**src/rtl/psm_pkg.sv**
```systemverilog
package psm_pkg;
   typedef enum logic [1:0] {
      SMP_OFF = 2'd0,
      SMP_DET = 2'd1,
      SMP_ALL = 2'd2,
      SMP_RSV = 2'd3
   } smp_mode_e;
endpackage

```
**src/rtl/psm_cfg_guard.sv**
```systemverilog
// Decodes host configuration strobes into per-unit write enables and
// drops a write whose mode strobe and reload vector collide.
module psm_cfg_guard #(
   parameter int NUM_UNITS = 16,
   parameter int UIDX_W    = 4
) (
   input  logic                 cfg_mode_wr,
   input  logic [UIDX_W-1:0]    cfg_unit,
   input  logic [NUM_UNITS-1:0] cfg_init_wr,
   output logic [NUM_UNITS-1:0] mode_we,
   output logic [NUM_UNITS-1:0] n_we,
   output logic                 busy
);
   logic                 clash;
   logic [NUM_UNITS-1:0] unit_sel;

   for (genvar g = 0; g < NUM_UNITS; g++) begin : g_sel
      assign unit_sel[g] = (cfg_unit == UIDX_W'(g));
   end

   assign clash   = cfg_mode_wr & (|cfg_init_wr);
   assign busy    = cfg_mode_wr | (|cfg_init_wr);
   assign mode_we = (cfg_mode_wr & ~clash) ? unit_sel : '0;
   assign n_we    = clash ? '0 : cfg_init_wr;
endmodule

```
**src/rtl/psm_unit.sv**
```systemverilog
// One sampling unit: holds its mode, period and count of assigned packets.
module psm_unit
   import psm_pkg::*;
#(
   parameter int CNT_W = 8
) (
   input  logic             clk,
   input  logic             rst_n,
   input  logic             mode_we,
   input  logic             n_we,
   input  smp_mode_e        mode_in,
   input  logic [CNT_W-1:0] n_in,
   input  logic             take,
   output logic             pass
);
   smp_mode_e        mode_q;
   logic [CNT_W-1:0] n_q;
   logic [CNT_W-1:0] cnt_q;
   logic [CNT_W:0]   cnt_nx;
   logic [CNT_W:0]   n_eff;
   logic             hit;

   assign n_eff  = (n_q == '0) ? (CNT_W+1)'(1) : {1'b0, n_q};
   assign cnt_nx = {1'b0, cnt_q} + (CNT_W+1)'(1);
   assign hit    = (cnt_nx >= n_eff);

   always_comb begin
      unique case (mode_q)
         SMP_DET: pass = hit;
         SMP_ALL: pass = 1'b1;
         default: pass = 1'b0;
      endcase
   end

   always_ff @(posedge clk or negedge rst_n) begin
      if (!rst_n) begin
         mode_q <= SMP_OFF;
         n_q    <= CNT_W'(1);
         cnt_q  <= '0;
      end else begin
         if (mode_we) mode_q <= mode_in;
         if (n_we) begin
            n_q   <= n_in;
            cnt_q <= '0;
         end else if (take && mode_q == SMP_DET) begin
            cnt_q <= hit ? '0 : cnt_nx[CNT_W-1:0];
         end
      end
   end

   AST_WR_EXCL: assert property (@(posedge clk) disable iff (!rst_n)
      !(mode_we && n_we));
   AST_CNT_BOUND: assert property (@(posedge clk) disable iff (!rst_n)
      ({1'b0, cnt_q} < ((n_q == '0) ? (CNT_W+1)'(1) : {1'b0, n_q})));
   AST_IDLE_HOLD: assert property (@(posedge clk) disable iff (!rst_n)
      (!take && !n_we) |=> $stable(cnt_q));
   AST_DET_WRAP: assert property (@(posedge clk) disable iff (!rst_n)
      (take && mode_q == SMP_DET && pass && !n_we) |=> (cnt_q == '0));
endmodule

```
**src/rtl/pkt_sample_mask.sv**
```systemverilog
module pkt_sample_mask
   import psm_pkg::*;
#(
   parameter int NUM_UNITS     = 16,
   parameter int CTRL_W        = 32,
   parameter int CNT_W         = 8,
   parameter bit MASK_IN_UPPER = 1'b1
) (
   input  logic                          clk,
   input  logic                          rst_n,
   input  logic                          cfg_mode_wr,
   input  logic [$clog2(NUM_UNITS)-1:0]  cfg_unit,
   input  logic [1:0]                    cfg_mode,
   input  logic [NUM_UNITS-1:0]          cfg_init_wr,
   input  logic [CNT_W-1:0]              cfg_n,
   input  logic                          in_valid,
   output logic                          in_ready,
   input  logic [CTRL_W-1:0]             in_ctrl,
   input  logic                          in_ctrl_flag,
   input  logic                          in_data_flag,
   output logic                          out_valid,
   output logic [NUM_UNITS-1:0]          out_mask,
   output logic [CTRL_W/2-1:0]           out_keep,
   output logic                          out_discard
);
   localparam int HALF   = CTRL_W / 2;
   localparam int UIDX_W = $clog2(NUM_UNITS);

   if (CTRL_W != 2 * NUM_UNITS) begin : g_bad_width
      $error("control word must be twice the unit count");
   end
   if (NUM_UNITS < 2) begin : g_bad_units
      $error("at least two sampling units are required");
   end
   if (CNT_W < 1) begin : g_bad_cnt
      $error("period width must be at least one bit");
   end

   logic [NUM_UNITS-1:0] mask_in;
   logic [HALF-1:0]      keep_in;
   logic [NUM_UNITS-1:0] mode_we;
   logic [NUM_UNITS-1:0] n_we;
   logic [NUM_UNITS-1:0] pass_v;
   logic [NUM_UNITS-1:0] kept;
   logic                 cfg_busy;
   logic                 desc;

   if (MASK_IN_UPPER) begin : g_mask_hi
      assign mask_in = in_ctrl[CTRL_W-1:HALF];
      assign keep_in = in_ctrl[HALF-1:0];
   end else begin : g_mask_lo
      assign mask_in = in_ctrl[HALF-1:0];
      assign keep_in = in_ctrl[CTRL_W-1:HALF];
   end

   psm_cfg_guard #(.NUM_UNITS(NUM_UNITS), .UIDX_W(UIDX_W)) u_guard (
      .cfg_mode_wr (cfg_mode_wr),
      .cfg_unit    (cfg_unit),
      .cfg_init_wr (cfg_init_wr),
      .mode_we     (mode_we),
      .n_we        (n_we),
      .busy        (cfg_busy)
   );

   assign in_ready = ~cfg_busy;
   assign desc     = in_valid & in_ready & in_ctrl_flag & ~in_data_flag;

   for (genvar u = 0; u < NUM_UNITS; u++) begin : g_unit
      psm_unit #(.CNT_W(CNT_W)) u_smp (
         .clk     (clk),
         .rst_n   (rst_n),
         .mode_we (mode_we[u]),
         .n_we    (n_we[u]),
         .mode_in (smp_mode_e'(cfg_mode)),
         .n_in    (cfg_n),
         .take    (desc & mask_in[u]),
         .pass    (pass_v[u])
      );
   end

   assign kept = mask_in & pass_v;

   always_ff @(posedge clk or negedge rst_n) begin
      if (!rst_n) begin
         out_valid   <= 1'b0;
         out_mask    <= '0;
         out_keep    <= '0;
         out_discard <= 1'b0;
      end else begin
         out_valid <= desc;
         if (desc) begin
            out_mask    <= kept;
            out_keep    <= keep_in;
            out_discard <= ~(|kept);
         end
      end
   end

   AST_FLAG_EXCL: assert property (@(posedge clk) disable iff (!rst_n)
      !(in_valid && in_ctrl_flag && in_data_flag));
   AST_ONE_CYCLE: assert property (@(posedge clk) disable iff (!rst_n)
      desc |=> out_valid);
   AST_NO_SPURIOUS: assert property (@(posedge clk) disable iff (!rst_n)
      !(in_valid && in_ctrl_flag && !cfg_mode_wr && cfg_init_wr == '0) |=> !out_valid);
   AST_MASK_SUBSET: assert property (@(posedge clk) disable iff (!rst_n)
      desc |=> ((out_mask & ~$past(mask_in)) == '0));
   AST_KEEP_HALF: assert property (@(posedge clk) disable iff (!rst_n)
      desc |=> (out_keep == $past(keep_in)));
   AST_DISCARD_EMPTY: assert property (@(posedge clk) disable iff (!rst_n)
      out_valid |-> (out_discard == (out_mask == '0)));
endmodule

```
**config.mk**
```make
export PLATFORM = sky130hd
export DESIGN_NAME = pkt_sample_mask
export DESIGN_NICKNAME = d
export VERILOG_FILES = /design/src/rtl/psm_pkg.sv /design/src/rtl/psm_cfg_guard.sv /design/src/rtl/psm_unit.sv /design/src/rtl/pkt_sample_mask.sv
export SDC_FILE = /design/constraint.sdc
export NUM_CORES = 1
export LEC_CHECK = 0
export BUFFER_PORTS_ARGS = -buffer_cell sky130_fd_sc_hd__buf_4
export CELL_PAD_IN_SITES_DETAIL_PLACEMENT = 1
export CELL_PAD_IN_SITES_GLOBAL_PLACEMENT = 1
export CORE_MARGIN = 5
export CORE_UTILIZATION = 50
export CTS_BUF_LIST = sky130_fd_sc_hd__clkbuf_2 sky130_fd_sc_hd__clkbuf_4 sky130_fd_sc_hd__clkbuf_8
export CTS_CLUSTER_DIAMETER = 40
export CTS_CLUSTER_SIZE = 40
export DETAILED_ROUTE_END_ITERATION = 8
export PLACE_DENSITY = 0.84
export SLEW_MARGIN = 20
export SYNTH_ARGS = -nofsm -noshare
export SYNTH_HDL_FRONTEND = slang
export SYNTH_HIERARCHICAL = 1
export SYNTH_SLANG_ARGS = --single-unit
```
**constraint.sdc**
```tcl
create_clock -name clk -period 3.71 [get_ports clk]
set_input_delay 0.371 -clock clk [delete_from_list [all_inputs] [get_ports clk]]
set_output_delay 0.371 -clock clk [all_outputs]
set_load 0.1 [all_outputs]
```
==> results of run 1 <==
-- metal layers --
layer | routed length, um | vias up
li1 | - | 7256
met1 | 24200 | 7934
met2 | 28100 | 314
met3 | 2410 | 107
met4 | 1450 | 6
met5 | 38 | -
-- area by class of cell --
type	instances	area share
Tap cell	511	0.0291
Antenna cell	2	0.000228
Timing Repair Buffer	148	0.0544
Clock inverter	40	0.0214
Clock buffer	66	0.0408
Multi-Input combinational cell	1383	0.452
Inverter	196	0.0335
Sequential cell	322	0.368
-- cells by family (layout without fill, tap and decap cells) --
logic type,Yosys count,after routing
DFF,322,322
buffers and inverters,241,450
adders and majority gates,176,176
AOI/OAI and AO/OA,553,553
muxes,16,16
xor gates and xnor gates,80,80
other,0,2
and+or+nand+nor,558,558
-- report_power, final --
group / switching [mW] / internal [mW] / total, mW
sequential: 0.0876 / 3.71 / 3.80
combinational: 0.638 / 0.351 / 0.989
clock: 1.82 / 2.07 / 3.89
total: 2.55 / 6.13 / 8.68
-- critical path: stages (launching register included) --
cell	delay (ns)
dfrtp_1	0.46
ha_1	0.24
nand3_2	0.13
nor2_1	0.14
xor2_1	0.23
ha_1	0.29
o21a_1	0.14
o21a_1	0.18
o2111ai_2	0.19
a21boi_1	0.16
o21ba_1	0.21
nand2_1	0.09
nand4_1	0.28
or4_1	0.59
o21ai_1	0.12
-- path summary, 6_finish.rpt --
kind                                     startpoint  depth (start not counted)  slack, ns                       end
hold / removal                          in_ctrl[21]                          3       0.06               out_mask[5]
max in group asynchronous                     rst_n                          3       2.27  g_unit[4].u_smp/cnt_q[0]
setup reg to reg           g_unit[0].u_smp/cnt_q[0]                         14       0.17               out_discard
hold reg to reg                        out_keep[12]                          2       0.49              out_keep[12]
setup / recovery           g_unit[0].u_smp/cnt_q[0]                         14       0.17               out_discard
min in group asynchronous                     rst_n                          2       0.30               out_discard
-- state kept, by name, indices dropped and copies added, names as in the netlist --
| register | cells |
|---|---|
| out_mask | 16 |
| g_unit.u_smp/n_q | 128 |
| g_unit.u_smp/cnt_q | 128 |
| g_unit.u_smp/mode_q | 32 |
| out_valid | 1 |
| out_keep | 16 |
| out_discard | 1 |
-- cells in the final DEF, fill, tap and decap left out, types with 16 or more instances in the layout --
cell type      instances
nand2_1              323
dfrtp_1              301
inv_1                177
ha_1                 176
o21ai_0              147
buf_4                125
a32o_2                96
nor2_1                81
clkbuf_8              64
o21ai_1               62
xor2_1                48
o21a_1                48
nand3_1               33
xnor2_1               32
a21oi_1               32
a21boi_1              24
nand4_1               21
nor4_1                20
dlygate4sd3_1         20
nand2b_1              17
a41o_1                16
clkinv_1              16
nand3_2               16
o2111ai_2             16
a211o_1               16
a21oi_2               16
o31a_1                16
o21ba_1               16
mux2_2                16
o211a_4               16
a31oi_1               16
o22ai_1               16
dfstp_2               16
-- stage by stage --
step           hold WS [ns]  std cells  power [mW]  cell area (um2)  TNS (ns)
5_1_grt              0.0179       2668        9.07            21900   -0.0163
3_3_place_gp          0.416       2538        4.75            20300         0
3_5_place_dp          0.422       2538        4.82            20300         0
6_report             0.0575       2668        8.68            21900         0
2_1_floorplan        0.0754       1946        4.40            18900         0
4_1_cts             0.00316       2664        8.77            21900         0
-- repair_timing --
item	in CTS	in global routing
hold buffers	20	0
hold endpoints to repair	102	0
setup endpoints to repair	0	1
gates resized for setup	0	5
setup buffers	0	2
==> results.md, run 1 <==
- Post-synth top cells: nand2_1, dfrtp_1, inv_1
- Fin. max-slew vios: 0
- Class of the worst hold path: primary input to flop
- Gate Count Post-Synth: just under 2000
- Compound-Gate Fraction of Synth Area: 0.227
- Crit path launch type: flop
- Slew @ Worst Pin: ~0.96 ns
- CTS Root Cell: clkbuf_8
- Skew final: 0.0349 ns
- Layout Area Growth over Synthesis: 16.1%
- TritonCTS clock tree: yes
- DIE AREA: between 40000 and 50000 um2
- PwrDens: around 400 nW/um2
- Flops & latches, synth: 322
- Final nets: about 2400
- Fmax: around 280 MHz
- Most frequent cell after synthesis: nand2_1
- Worst path arrival time: ~4.1 ns
- Relative slew margins: 0.357
- Final WS setup: approximately 0.17 ns
- Layer with the highest usage: met2
- Antenna violations before repair: 5
- Residual DRC: 0
- Yosys warnings: 6
- Area of the multi-input gates: between 9000 and 10000 um2
- Met2 global-route usage: 0.471
- Initial drt markers: slightly below 900
- Fill cells: between 4000 and 5000
- Pin count of the biggest net entering global routing: between 90 and 100
- Max cap viols: 0
- Synth cell types: 44
- Total GRT Usage: 0.268
- Synth Area in XOR/XNOR: 0.0371
- Post-Route WL: between 50 and 60 mm
- Post-layout util: 0.585
- Main area contributors after synthesis: dfrtp_1, ha_1, nand2_1
- Async set or reset register ratio after synthesis: 1.00
- DPL Wire Length: around 40 mm
- Die width: around 200 um
- Largest family of logic cells by synthesized area: compound AO/OA/AOI/OAI gates
- Initial Util: 0.504
- CP Capture Type: flop
- Area leader, netlist: dfrtp_1
- WP data required: approximately 4.3 ns
- Routability cong.: 0.855
- Syn avg cell area: 9.72 um2
- Antenna viol nets, final: 0
- IO Port Bufs: about 100
- I/O pins: 103
- Via/cell ratio: slightly below 6
- Netlist Area Pre-Place: approximately 19000 um2
- Register area: 8080 um2
- Synth Net Count: about 2200
- Post-synthesis simple-gate area fraction: 0.135
- Fin crit period: ~3.5 ns
- Mux share of post-synthesis cell area: 0.00953
- Clock-pin transition on the worst setup and hold timing paths: ~0.080 ns
- Peak supply drop: 0.289 mV
- Longest Clk Path Bufs: 3
- # rows: between 70 and 80
- H-tree levels: 2
- Post-synthesis adder-cell area fraction: 0.116
- GRT met1 Usage: 0.338
- Final worst-path cycle share: 0.955
- # clock sinks: 322
- Vias in the first global route: ~17000
- Main synth FF type: dfrtp_1
- Core area: around 37000 um2
- Via count: 15600
- Post-synth EDFFs: 0
- First-pass GRT wire length: around 91 mm
- DR WL/cell: about 21 um
- Final Hold Viols: 0
- Layout cells sized above 1: 0.206
- Leakage power: approximately 11 nW
- Die height: between 200 and 250 um
- Worst setup path class: flop to flop
- Top-area cell type share of the netlist area: 0.405
- Pre-antenna DRT Iters: 5
- Grt total ovfl: 0
- Post-synthesis sequential area ratio: 0.427
- Worst-path fanout max: 9
- Worst skew pair latency: about 0.66 ns
- Num CTS Buffers: between 50 and 60
- Status: finished clean
- Final-report setup violation count: 0
- Post-Place Setup Slack: about 0.22 ns
- Global-route track usage on met3: 0.0462
Note: power is estimated with default switching activity, not from simulation.
==> inputs of run 2 (changes only) <==
--- a/config.mk
+++ b/config.mk
@@ -14,6 +14,7 @@
 export CTS_CLUSTER_DIAMETER = 40
 export CTS_CLUSTER_SIZE = 40
 export DETAILED_ROUTE_END_ITERATION = 8
+export GPL_TIMING_DRIVEN = 0
 export PLACE_DENSITY = 0.84
 export SLEW_MARGIN = 20
 export SYNTH_ARGS = -nofsm -noshare
==> run 2 against run 1 <==
Setup slack lost 0.0035 ns. Power shrank 0.90%. Wire length grew 2.0%. Sequential share of layout area is essentially flat. Critical path depth is the same. Critical path type unchanged. Via count grew 1.3%. First-iteration DRC count shrank 0.79%. Largest power group is now sequential cells.
==> results.md, run 2 (same netlist as run 1, synthesis figures left out) <==
- Status: finished clean
- Crit path launch type: flop
- Post-Place Setup Slack: -0.555 ns (-0.772 ns)
- Fill cells: 4217 (-0.47%)
- Final-report setup violation count: 0 (unchanged)
- Routability cong.: 0.855 (about the same)
- Via count: 15800 (+1.3%)
- Worst path cell trace: ha_1 -> nand3_2 -> nor2_1 -> xor2_1 -> ha_1 -> o21a_1 -> o21a_1 -> o2111ai_2 -> a21boi_1 -> o21ba_1 -> nand2_1 -> nand4_1 -> or4_1 -> o21ai_1
- Total GRT Usage: 0.275 (+0.00653)
- DR WL/cell: 21.3 um (+0.93%)
- Pre-antenna DRT Iters: 5 (unchanged)
- Worst setup path class: flop to flop
- CP Capture Type: flop
- H-tree levels: 2 (unchanged)
- Largest registers: g_unit.u_smp/cnt_q x128, g_unit.u_smp/n_q x128, g_unit.u_smp/mode_q x32
- Layout cells sized above 1: 0.195 (-0.0106)
- Final nets: 2374 (+0.98%)
- Die width: 204 um (unchanged)
- TritonCTS clock tree: yes
- Most frequent cells in the layout: nand2_1, dfrtp_1, inv_1
- Worst hold path depth: 3 (unchanged)
- Worst path slowest cell: or4_1
- Skew final: 0.0222 ns (-0.0127 ns)
- Worst reg-to-reg path cell count: 14 (unchanged)
- Initial Util: 0.504 (unchanged)
- Slew @ Worst Pin: 1.05 ns (+0.0909 ns)
- Register area: 8080 um2 (about the same)
- IO Port Bufs: 100 (-2.0%)
- Area of the multi-input gates: 9930 um2 (+0.15%)
- DPL Wire Length: 39.8 mm (+1.9%)
- Vias in the first global route: 17400 (+1.8%)
- Fmax: 282 MHz (about the same)
- Residual DRC: 0 (unchanged)
- Design Power: 8.60 mW (-0.90%)
- Leading cell type in the layout, fill and taps excluded: nand2_1
- WP data required: 4.29 ns (about the same)
- Max cap viols: 0 (unchanged)
- Final instance area: 21900 um2 (about the same)
- Final WS setup: 0.164 ns (-0.00353 ns)
- Post-Route WL: 57.4 mm (+2.0%)
- Post-CTS setup buffers: 0 (unchanged)
- Pin count of the biggest net entering global routing: 98 (+6.5%)
- Leakage power: 11.1 nW (-0.40%)
- Num CTS Buffers: 59 (+5.4%)
- Peak supply drop: 0.235 mV (-19%)
- Antenna violations before repair: 3 (-2)
- Grt total ovfl: 0 (unchanged)
- # rows: 71 (unchanged)
- Fin crit period: 3.55 ns (+0.00353 ns)
- Fin. max-slew vios: 0 (unchanged)
- Worst path arrival time: 4.13 ns (+0.02 ns)
- First-pass GRT wire length: 92.3 mm (+2.0%)
- Via/cell ratio: 5.87 (+0.31%)
- Core area: 37500 um2 (unchanged)
- RSZ-0062 raised after global routing: false
- Class of the worst hold path: primary input to flop
- CTS Root Cell: clkbuf_8
- Post-layout util: 0.585 (about the same)
- PwrDens: 392 nW/um2 (-0.87%)
- Worst skew pair latency: 0.65 ns (about the same)
- DIE AREA: 41800 um2 (unchanged)
- Antenna viol nets, final: 0 (unchanged)
- Layout Area Growth over Synthesis: 16.0% (about the same)
- Crit-path max cell delay: 0.58 ns (about the same)
- # clock sinks: 322 (unchanged)
- Final Hold Viols: 0 (unchanged)
- Initial drt markers: 881 (-0.79%)
- Setup_tns: 0 ns (unchanged)
- Final worst-path cycle share: 0.956 (about the same)
- Placed inst area: 20400 um2 (+0.18%)
- Longest Clk Path Bufs: 3 (unchanged)
- I/O pins: 103 (unchanged)
- Worst-path fanout max: 9 (unchanged)
- Clock-pin transition on the worst setup and hold timing paths: 0.08 ns (about the same)
- Die height: 204 um (unchanged)
- Relative slew margins: 0.288 (-0.0692)
[run 2: changes by cell type in the layout (fill, tap and decap cells not counted), sizes merged]
cell and change:
buf -21, bufinv -1, clkbuf +45, clkinv +3, diode +2, inv -1
[run 2: final timing paths]
check,start,to,slack [ns]
max,g_unit[1].u_smp/cnt_q[0],out_discard,0.16
min,in_ctrl[28],out_mask[12],0.07
max reg2reg,g_unit[1].u_smp/cnt_q[0],out_discard,0.16
min reg2reg,out_keep[4],out_keep[4],0.49
max in group asynchronous,rst_n,g_unit[8].u_smp/n_q[0],2.18
min in group asynchronous,rst_n,g_unit[9].u_smp/cnt_q[5],0.20
[run 2: metrics by stage]
step	std cells	hold slack, ns
detailed placement	2560	0.282
floorplan	1946	0.0754
CTS	2691	0.0182
global route	2694	0.0537
global placement	2557	0.458
finish	2695	0.0705
[run 2: where the power goes]
| part | switching (mW) | internal (mW) |
|---|---|---|
| clock network | 1.79 | 2.01 |
| logic | 0.647 | 0.350 |
| registers | 0.0875 | 3.71 |
| total | 2.53 | 6.07 |
[run 2: worst max-delay path, delay by kind of cell (launching register included)]
kind	cells	cell delay, ns
xor gates and xnor gates	1	0.28
DFF	1	0.43
adders and majority gates	2	0.55
and+or+nand+nor	5	1.24
AOI/OAI and AO/OA	6	0.98
[run 2: timing repair]
item                       4_1_cts  5_1_grt
setup endpoints to repair        0       22
hold endpoints to repair        56        0
hold buffers                    20        0
resized for setup                0        3
[run 2: cell type report]
class / count / area share
multi-input cells: 1383 / 0.453
flip-flops and latches: 322 / 0.368
repair buffers: 123 / 0.0475
clock buffers: 70 / 0.0419
inverters: 196 / 0.0335
well taps: 511 / 0.0291
clock inverters: 41 / 0.0184
plain buffers: 45 / 0.00793
diodes: 4 / 0.000456
[run 2: layer usage]
layer  up-vias  global-route usage  share of wire
li1       7318                   -              -
met1      7989               0.339           0.42
met2       373               0.473           0.49
met3       142              0.0540          0.052
met4         2               0.113          0.042
met5         -                   0        0.00023
